$ cat config.mk
export PLATFORM = sky130hd
export DESIGN_NAME = bcd_calendar
export DESIGN_NICKNAME = d
export VERILOG_FILES = /design/src/rtl/bcdcal_pkg.sv /design/src/rtl/bcd_field_step.sv /design/src/rtl/hour_step.sv /design/src/rtl/month_length.sv /design/src/rtl/bcd_calendar.sv
export SDC_FILE = /design/constraint.sdc
export NUM_CORES = 1
export LEC_CHECK = 0
export BUFFER_PORTS_ARGS = -buffer_cell sky130_fd_sc_hd__buf_2
export CAP_MARGIN = 20
export CORE_UTILIZATION = 50
export DETAILED_ROUTE_END_ITERATION = 12
export GPL_TIMING_DRIVEN = 0
export PLACE_DENSITY = 0.75
export SYNTH_ARGS = -nofsm -noshare
export SYNTH_HDL_FRONTEND = slang
export SYNTH_SLANG_ARGS = --single-unit
$ cat constraint.sdc
create_clock -name clk -period 3.45 [get_ports clk]
set_clock_uncertainty 0.1 [all_clocks]
set_input_delay 0.1725 -clock clk [delete_from_list [all_inputs] [get_ports clk]]
set_output_delay 0.1725 -clock clk [all_outputs]
set_load 0.05 [all_outputs]
$ cat src/rtl/bcdcal_pkg.sv
// Package: shared widths, register layout constants and BCD helpers
// for the calendar clock. Assumes packed two-digit BCD values.
package bcdcal_pkg;
    localparam int NREG = 8;
    localparam int RW   = 8;
    localparam int IMGW = NREG * RW;

    typedef logic [RW-1:0] bcd8_t;

    // register indices whose position neighbours decode
    localparam int REG_HS   = 0;
    localparam int REG_SEC  = 1;
    localparam int REG_MIN  = 2;
    localparam int REG_HR   = 3;
    localparam int REG_DOW  = 4;
    localparam int REG_DATE = 5;
    localparam int REG_MON  = 6;
    localparam int REG_YR   = 7;

    localparam int STOP_BIT = 5;   // in day register, 1 = frozen
    localparam int MODE_BIT = 7;   // in hours register, 1 = 12-hour
    localparam int PM_BIT   = 5;   // in hours register (12-hour)

    localparam logic [IMGW-1:0] WR_MASK   = 64'hFF_1F_3F_27_BF_7F_7F_FF;
    localparam logic [IMGW-1:0] RESET_IMG = 64'h00_01_01_21_00_00_00_00;

    // Add one to a packed BCD byte (ones digit 9 or above carries)
    function automatic bcd8_t bcd_inc(input bcd8_t v);
        if (v[3:0] >= 4'd9) return {v[7:4] + 4'd1, 4'd0};
        else                return {v[7:4], v[3:0] + 4'd1};
    endfunction

    // Binary value of a packed BCD byte
    function automatic logic [7:0] bcd_to_bin(input bcd8_t v);
        return ({4'd0, v[7:4]} * 8'd10) + {4'd0, v[3:0]};
    endfunction
endpackage

$ cat src/rtl/bcd_field_step.sv
// Next-value logic for one BCD field that counts from LO to a limit.
// Assumes the limit is a valid BCD value; a held value at or above the
// limit wraps to LO, so out-of-range loaded values recover on the next step.
module bcd_field_step
    import bcdcal_pkg::*;
#(
    parameter bcd8_t LO = 8'h00
) (
    input  bcd8_t val,
    input  bcd8_t hi,
    input  logic  en,
    output bcd8_t nxt,
    output logic  wrap
);
    // choose hold, wrap to LO, or increment
    always_comb begin
        wrap = en && (val >= hi);
        if (!en)      nxt = val;
        else if (wrap) nxt = LO;
        else          nxt = bcd_inc(val);
    end
endmodule

$ cat src/rtl/hour_step.sv
// Next-value logic for the hours register in either format.
// Bit 7 selects 12-hour counting, bit 5 is PM there or the 20s digit in
// 24-hour counting. Bit 6 always reads 0. Emits a day carry at midnight.
module hour_step
    import bcdcal_pkg::*;
(
    input  bcd8_t hr,
    input  logic  en,
    output bcd8_t nxt,
    output logic  day_carry
);
    bcd8_t v12, v24, inc12, inc24;

    assign v12   = {3'b000, hr[4:0]};
    assign v24   = {2'b00, hr[5:0]};
    assign inc12 = bcd_inc(v12);
    assign inc24 = bcd_inc(v24);

    // advance the hour and decide the midnight carry
    always_comb begin
        nxt       = hr;
        day_carry = 1'b0;
        if (en) begin
            if (hr[MODE_BIT]) begin
                if (v12 == 8'h11) begin
                    nxt       = {1'b1, 1'b0, ~hr[PM_BIT], 5'h12};
                    day_carry = hr[PM_BIT];
                end else if (v12 >= 8'h12) begin
                    nxt = {1'b1, 1'b0, hr[PM_BIT], 5'h01};
                end else begin
                    nxt = {1'b1, 1'b0, hr[PM_BIT], inc12[4:0]};
                end
            end else begin
                if (v24 >= 8'h23) begin
                    nxt       = 8'h00;
                    day_carry = 1'b1;
                end else begin
                    nxt = {2'b00, inc24[5:0]};
                end
            end
        end
    end
endmodule

$ cat src/rtl/month_length.sv
// Last date of a month in BCD, given BCD month and two-digit BCD year.
// Assumes a year divisible by 4 is a leap year (00 included).
module month_length
    import bcdcal_pkg::*;
(
    input  bcd8_t mon,
    input  bcd8_t yr,
    output bcd8_t last
);
    logic [7:0] yr_bin;
    logic       leap;

    assign yr_bin = bcd_to_bin(yr);
    assign leap   = (yr_bin[1:0] == 2'b00);

    // month-length lookup
    always_comb begin
        case (mon)
            8'h02:                      last = leap ? 8'h29 : 8'h28;
            8'h04, 8'h06, 8'h09, 8'h11: last = 8'h30;
            default:                    last = 8'h31;
        endcase
    end
endmodule

$ cat src/rtl/bcd_calendar.sv
// Top: eight-register BCD time/calendar counter advanced by a 100 Hz tick.
// The carry chain ripples combinationally so a whole rollover lands on one
// edge. Assumes tick is a single-cycle strobe; load replaces the full image.
module bcd_calendar
    import bcdcal_pkg::*;
(
    input  logic            clk,
    input  logic            rst_n,
    input  logic            tick,
    input  logic            load,
    input  logic [IMGW-1:0] load_img,
    output logic [IMGW-1:0] img
);
    logic [NREG-1:0][RW-1:0] regs;
    bcd8_t hs_n, sec_n, min_n, hr_n, dow_n, date_n, mon_n, yr_n, last_day;
    logic  run, c_sec, c_min, c_hr, c_day, c_dow_unused, c_mon, c_yr, c_yr_unused;

    assign run = tick && !regs[REG_DOW][STOP_BIT];

    bcd_field_step #(.LO(8'h00)) u_hs (
        .val(regs[REG_HS]),  .hi(8'h99), .en(run),   .nxt(hs_n),  .wrap(c_sec));
    bcd_field_step #(.LO(8'h00)) u_sec (
        .val(regs[REG_SEC]), .hi(8'h59), .en(c_sec), .nxt(sec_n), .wrap(c_min));
    bcd_field_step #(.LO(8'h00)) u_min (
        .val(regs[REG_MIN]), .hi(8'h59), .en(c_min), .nxt(min_n), .wrap(c_hr));

    hour_step u_hr (.hr(regs[REG_HR]), .en(c_hr), .nxt(hr_n), .day_carry(c_day));

    bcd_field_step #(.LO(8'h01)) u_dow (
        .val({5'b00000, regs[REG_DOW][2:0]}), .hi(8'h07), .en(c_day),
        .nxt(dow_n), .wrap(c_dow_unused));

    month_length u_len (.mon(regs[REG_MON]), .yr(regs[REG_YR]), .last(last_day));

    bcd_field_step #(.LO(8'h01)) u_date (
        .val(regs[REG_DATE]), .hi(last_day), .en(c_day), .nxt(date_n), .wrap(c_mon));
    bcd_field_step #(.LO(8'h01)) u_mon (
        .val(regs[REG_MON]), .hi(8'h12), .en(c_mon), .nxt(mon_n), .wrap(c_yr));
    bcd_field_step #(.LO(8'h00)) u_yr (
        .val(regs[REG_YR]), .hi(8'h99), .en(c_yr), .nxt(yr_n), .wrap(c_yr_unused));

    // register image: reset, whole-image load, or one counting step
    always_ff @(posedge clk) begin
        if (!rst_n)      regs <= RESET_IMG;
        else if (load)   regs <= load_img & WR_MASK;
        else if (run)    regs <= {yr_n, mon_n, date_n, {5'b00000, dow_n[2:0]},
                                  hr_n, min_n, sec_n, hs_n};
    end

    assign img = regs;


    load_apply_chk: assert property (@(posedge clk) disable iff (!rst_n)
        load |=> (img == ($past(load_img) & WR_MASK)));

    stop_hold_chk: assert property (@(posedge clk) disable iff (!rst_n)
        (!load && img[8*REG_DOW+STOP_BIT]) |=> $stable(img));

    idle_hold_chk: assert property (@(posedge clk) disable iff (!rst_n)
        (!load && !tick) |=> $stable(img));

    sec_no_carry_chk: assert property (@(posedge clk) disable iff (!rst_n)
        (!load && img[7:0] < 8'h99) |=> $stable(img[15:8]));

    hour_mode_keep_chk: assert property (@(posedge clk) disable iff (!rst_n)
        !load |=> $stable(img[8*REG_HR+MODE_BIT]));
endmodule

-- Word level (Yosys, flattened, before mapping)
Index checks and enable logic that the tools add are counted.
W data, S select, Z words.
- bits in registers: 60
- bits of input ports: 68
- output and inout bits: 64
- add/sub/neg operators: 17
- multipliers: 1
- $lt $le $gt $ge: 17
- eq/ne operators: 8
- multiplexer cells: 35
- bitwise gates (word level): 2
- reduce and logical (&&, ||, !) cells: 49
- operators with widths (kind ; count):
    $mux W8 ; 20
    $mux W64 ; 2
    $add A4 B1 Y4 const B ; 13
    $ge A4 B4 Y1 const B ; 7
    $reduce_and A3 Y1 ; 9
    $reduce_bool A2 Y1 ; 11
    $reduce_bool A3 Y1 ; 6
    $eq A8 B3 Y1 const B ; 2
    $ge A8 B7 Y1 const B ; 2
    $ge A8 B8 Y1 const B ; 2
    $pmux W8 S2 ; 1
    $reduce_and A2 Y1 ; 8
    $mux W6 ; 2
    $mux W5 ; 2
    $mux W3 ; 3
    $eq A8 B2 Y1 const B ; 1
    $eq A8 B4 Y1 const B ; 1
    $eq A8 B5 Y1 const B ; 1
    $ge A8 B5 Y1 const B ; 1
    $ge A8 B8 Y1 ; 1
    $logic_and A1 B1 Y1 ; 8
    $reduce_and A4 Y1 ; 2
    $ge A6 B6 Y1 const B ; 1
    $eq A5 B5 Y1 const B ; 1
    other kinds (17) ; 22

-- Logic depth before layout (Yosys ltp)
- depth after elaboration: 13
- depth in mapped cells: 16
- gate-level depth less buffers: 15

-- Cells and area by module
From an unflattened synthesis, not the netlist that was laid out.
- cells, all modules: 840
- area, all modules: 6227.2 µm²
- by module, submodules not included (module ; times used ; cells an instance ; area an instance (µm²)):
    bcd_calendar ; 1 ; 329 ; 2546.2
    bcd_field_step (u_date ...) ; 3 ; 61 ; 450.4
    bcd_field_step (u_hs ...) ; 3 ; 63 ; 450.4
    bcd_field_step (u_sec) ; 1 ; 67 ; 445.4
    hour_step ; 1 ; 50 ; 372.9
    month_length ; 1 ; 22 ; 160.2

-- Least setup slack after synthesis
No wires, ideal clock.
- kind: flip-flop to flip-flop
- from: reg regs, in the netlist img[53]
- to: reg regs, in the netlist img[42]
- setup time: 0.059 ns
- arrival: 3.171 ns
- required time: 3.291 ns
- path slack: 0.120 ns
- stages on the path, launching flop included: 16
- buffers on the path: 0
- period minus slack after synthesis: 3.330 ns
- cells stage by stage: dfxtp_1 > inv_1 > ha_1 > mux2_2 > nand2_1 > o21ai_0 > nand2_1 > nand2_1 > o31ai_1 > ha_1 > nor4b_1 > nor2_1 > or2_2 > nor3_1 > nor4b_1 > o31a_1
- cells in the longest elaborated chain, start to end: 9
- elaborated cells between the ends (all ways): 13
- classes of those cells: order compare: 1; eq/ne: 5; mux: 5; reduce/logical: 2
- RTL lines (element ; RTL line ; text):
    from (decl) ; bcd_calendar.sv:14 ; logic [NREG-1:0][RW-1:0] regs;
    from (signal assigned) ; bcd_calendar.sv:45 ; else if (load) regs <= load_img & WR_MASK;
    from (signal assigned) ; bcd_calendar.sv:46 ; else if (run) regs <= {yr_n, mon_n, date_n, {5'b00000, dow_n[2:0]},
    $eq A8 B3 Y1 (tied with other cells) ; month_length.sv:18 ; case (mon)
    $reduce_or A4 Y1 ; month_length.sv:18 ;
    $pmux W8 S2 (*) ; month_length.sv:18 ;
    $ge A8 B8 Y1 (*) ; bcd_field_step.sv:17 ; wrap = en && (val >= hi);
    $logic_and A1 B1 Y1 (*) ; bcd_field_step.sv:17 ;
    $mux W8 (*) ; bcd_field_step.sv:19 ; else if (wrap) nxt = LO;
    $mux W8 (*) ; bcd_field_step.sv:18 ; if (!en) nxt = val;
    $mux W64 (*) ; bcd_calendar.sv:46 ;
    $mux W64 (*) ; bcd_calendar.sv:45 ;
Every way passes the cells marked *; elsewhere a longest branch is shown, timed or not. The select of a mux whose other input is x is not followed.
A chain may end at the register's enable or synchronous reset.

-- Final worst setup path
- from: reg regs, in the netlist img[53]
- to: reg regs, in the netlist img[56]
- cells in the longest elaborated chain, start to end: 11
- elaborated cells between the ends (all ways): 18
- classes of those cells: order compare: 2; eq/ne: 5; mux: 5; reduce/logical: 6
- RTL lines (element ; RTL line):
    $eq A8 B3 Y1 (tied with other cells) ; month_length.sv:18
    $reduce_or A4 Y1 ; month_length.sv:18
    $pmux W8 S2 ; month_length.sv:18
    $ge A8 B8 Y1 ; bcd_field_step.sv:17
    $logic_and A1 B1 Y1 ; bcd_field_step.sv:17
    $logic_and A1 B1 Y1 (*) ; bcd_field_step.sv:17
    $logic_and A1 B1 Y1 ; bcd_field_step.sv:17
    $mux W8 ; bcd_field_step.sv:19
    $mux W8 ; bcd_field_step.sv:18
    $mux W64 ; bcd_calendar.sv:46
    $mux W64 ; bcd_calendar.sv:45
Marked as above.

==> flow_summary_export.csv <==
group,metric,value,unit
outcome,outcome,"complete, no violations",
route,via_per_inst,6.018,
cts,insertion_delay,350,ps
critical_path,cp_max_fo,7,
critical_path,critical_path_class,"reg2reg",
power,p_int,0.001331,W
critical_path,rr_endpoint,"img[56]",
logic_synthesis,synth.avg_cell_area,7.991,um2
sta,whs,1.941,ps
sta,tightest_slew,865.0,ps
layout,multi_input_area,0.002735,mm2
floorplan,die-width,92.90,um
global_route,grt_pass1_wl,20640,um
cts,cts_buffers,9,
sta,rsz0062_at_grt,"no",
logic_synthesis,synth_area_leaders,"dfxtp_1, ha_1, a21oi_1, nand2_1, nor2_1",
cts,post_cts_buffers,0,
logic_synthesis,ys_types,66,
placed_design,port-buffer-count,113,
logic_synthesis,yosys.area.top_type_share,28.59,%
sta,period_minus_slack,3164,ps
critical_path,start_kind,"flip-flop",
global_route,gr-total-overflow,0,
route,drt_pass1_iterations,5,
floorplan,row_count,32,
global_route,gr-usage-all-layers,30.54,%
layout,drive_gt1_share,23.85,%
min_path,worstHoldEndpoint,"img[1]",
floorplan,io_pins,132,
sta,hold_violations,0,
sta,fin_setup_tns,0,ps
logic_synthesis,synth.yosys.seq_area_share,28.59,%
critical_path,crit_path_end_kind,"flip-flop",
critical_path,crit_start,"img[53]",
sta,slew_headroom,42.12,%
cts,cts_buffer_depth,2,
sta,maxSlewViolCount,0,
cts,h-tree-depth,3,
floorplan,initial_core_util,52.65,%
layout,largest_reg_flops,59,
logic_synthesis,async_flop_share,0,%
layout,fin_nets,777,
floorplan,core,0.007848,mm2
job,max-cap-violations,0,
power,power.density,381.4,mW/mm2
power,pwr-share-clk,37.1,%
placed_design,gp_congestion,0.8565,
logic_synthesis,ys.flop_type,"dfxtp_1",
cts,cts_tree,"yes",
sta,fmax,0.3160,GHz
layout,diodes,0,
logic_synthesis,synthDominantAreaCellType,"dfxtp_1",
min_path,hold_class,"in2reg",
power,p_switching,0.0006941,W
route,drc_errors,0,
layout,seqCellArea,0.001181,mm2
min_path,hold_depth,3,
logic_synthesis,netlist_area,0.004131,mm2
logic_synthesis,yosys_warnings,0,
logic_synthesis,ys_ff_latch,59,
cts,cts_sinks,59,
global_route,grt_pass1_vias,4164,
placed_design,dp_hpwl,9400,um
route,vias,4652,
min_path,worstHoldStart,"load_img[1]",
floorplan,die_area,0.008630,mm2
critical_path,rrSetupSlack,290,ps
route,drtAntennaViolNets,0,
power,p_leak,2.429,nW
route,drt_iter0_drc,331,
logic_synthesis,synth_cells,517,
power,power_frac_seq,38.5,%
global_route,grt_max_degree,11,
sta,finalCritPeriodShare,91.72,%
critical_path,cp_data_arrival_time,3350,ps
critical_path,worst-r2r-cell-count,16,
layout,area_growth,28.53,%
power,swShare,34.27,%
critical_path,r2r-start,"img[53]",
route,wl_per_cell,16.95,um
power,pwr-share-comb,24.4,%
sta,setup_violations,0,
layout,n_fill_cell,704,
floorplan,fp.dieH,92.90,um
cts,ctsRootBufferMaster,"clkbuf_8",
power,ir_drop,0.2393,mV
global_route,antenna_found_initial,0,
critical_path,cp_data_required_time,3640,ps
route,drt_wl_total,13100,um
cts,cts.clk_slew.worst_paths,70,ps
logic_synthesis,synth_edf_count,0,
worst max-delay path by stage:
stage	slack [ps]	end	cells past startpoint
after floorplan	120	img[42]	15
after global placement	170	img[42]	15
after detailed placement	80	img[42]	15
after CTS	60	img[42]	15
after global routing	20	img[56]	16
final	290	img[56]	16
per-stage QoR:
| stage | power, W | util (%) | instances | setup slack (ps) | area, um2 |
|---|---|---|---|---|---|
| after floorplan | 0.001116 | - | 521 | 120.1 | 4146 |
| after global placement | 0.001246 | 61.67 | 736 | 166.1 | 4840 |
| after detailed placement | 0.001259 | 61.67 | 736 | 84.84 | 4840 |
| after CTS | 0.002011 | 67.25 | 773 | 56.10 | 5278 |
| after global routing | 0.002099 | 67.67 | 773 | 24.48 | 5310 |
| final | 0.002025 | 67.67 | 773 | 285.8 | 5310 |
critical path: stages, from the launching register on:
cell      delay, ps
dfxtp_1         340
inv_1           120
ha_1            180
nor2b_1         170
o211ai_1        100
o21ai_1         130
nand2_1          70
nand2_1          70
o31ai_2          70
ha_1            300
nor4b_2          50
nor2_1          240
o22ai_2         160
or3_1           310
buf_2           170
or3_1           340
a31oi_1         150
routing by layer:
| metal | GRT usage, % | vias up | wire [um] |
|---|---|---|---|
| li1 | - | 2205 | - |
| met1 | 39.93 | 2201 | 5725 |
| met2 | 50.00 | 216 | 6027 |
| met3 | 5.337 | 30 | 1046 |
| met4 | 11.28 | 0 | 300 |
| met5 | 0 | - | 0 |
power by group through the flow:
stage | sequential (W) | combinational (W) | clock (W)
4_1_cts | 0.000777 | 0.000486 | 0.000748
2_1_floorplan | 0.000909 | 0.000207 | 0
3_5_place_dp | 0.000792 | 0.000466 | 0
5_1_grt | 0.000785 | 0.000532 | 0.000782
3_3_place_gp | 0.000790 | 0.000456 | 0
6_report | 0.000780 | 0.000494 | 0.000752
logic make-up (layout without fill, tap and decap cells):
kind of cell	Yosys count	after routing	share of synthesized area, %
DFF	59	59	28.59
muxes	5	5	1.242
AOI/OAI and AO/OA	155	155	26.08
and+or+nand+nor	186	186	23.56
xor gates and xnor gates	5	5	1.060
buffers and inverters	63	213	6.359
adders and majority gates	43	43	13.02
other	1	5	0.09077
what timing repair did:
item | 4_1_cts | 5_1_grt
hold endpoints to repair | 21 | 0
gates resized for setup | 0 | 7
hold buffers | 21 | 0
setup endpoints to repair | 0 | 17
Yosys cell counts (4+ instances only):
library cell  number
nor4_1             4
o31a_1             4
nor3_1             6
or3_1              7
nand4_1            7
nand2_1           44
nor2b_1            6
and3_1            13
o22ai_1            4
o311ai_0           4
a32oi_1            4
nor4b_1            4
o31ai_1            8
nor2_1            44
o211ai_1           8
a221oi_1           7
mux2i_1            4
a21oi_1           33
ha_1              43
a222oi_1           4
or3b_2             4
o21ai_0           26
buf_4              6
a31oi_1           13
clkbuf_1          18
inv_1             33
and2_1             6
dfxtp_1           59
nand3_1           23
a22oi_1            4
a2bb2oi_1          4
a21o_1             4
layout make-up:
class / count / area share, %
buffer: 29 / 2.545
clock buffer: 12 / 2.922
clock inverter: 4 / 1.367
inverter: 34 / 2.403
multi-input combinational: 399 / 51.51
sequential: 59 / 22.24
tap: 102 / 2.403
timing repair buffer: 134 / 14.61
placed cells by master (no fill, tap or decap), types with 13 or more instances in the layout:
cell type	count
buf_2	116
dfxtp_1	59
nor2_1	44
nand2_1	44
ha_1	43
inv_1	33
a21oi_1	33
o21ai_0	25
nand3_1	23
dlygate4sd3_1	21
clkbuf_1	19
a31oi_1	13
and3_1	13
Power figures use the tool's default switching activity.
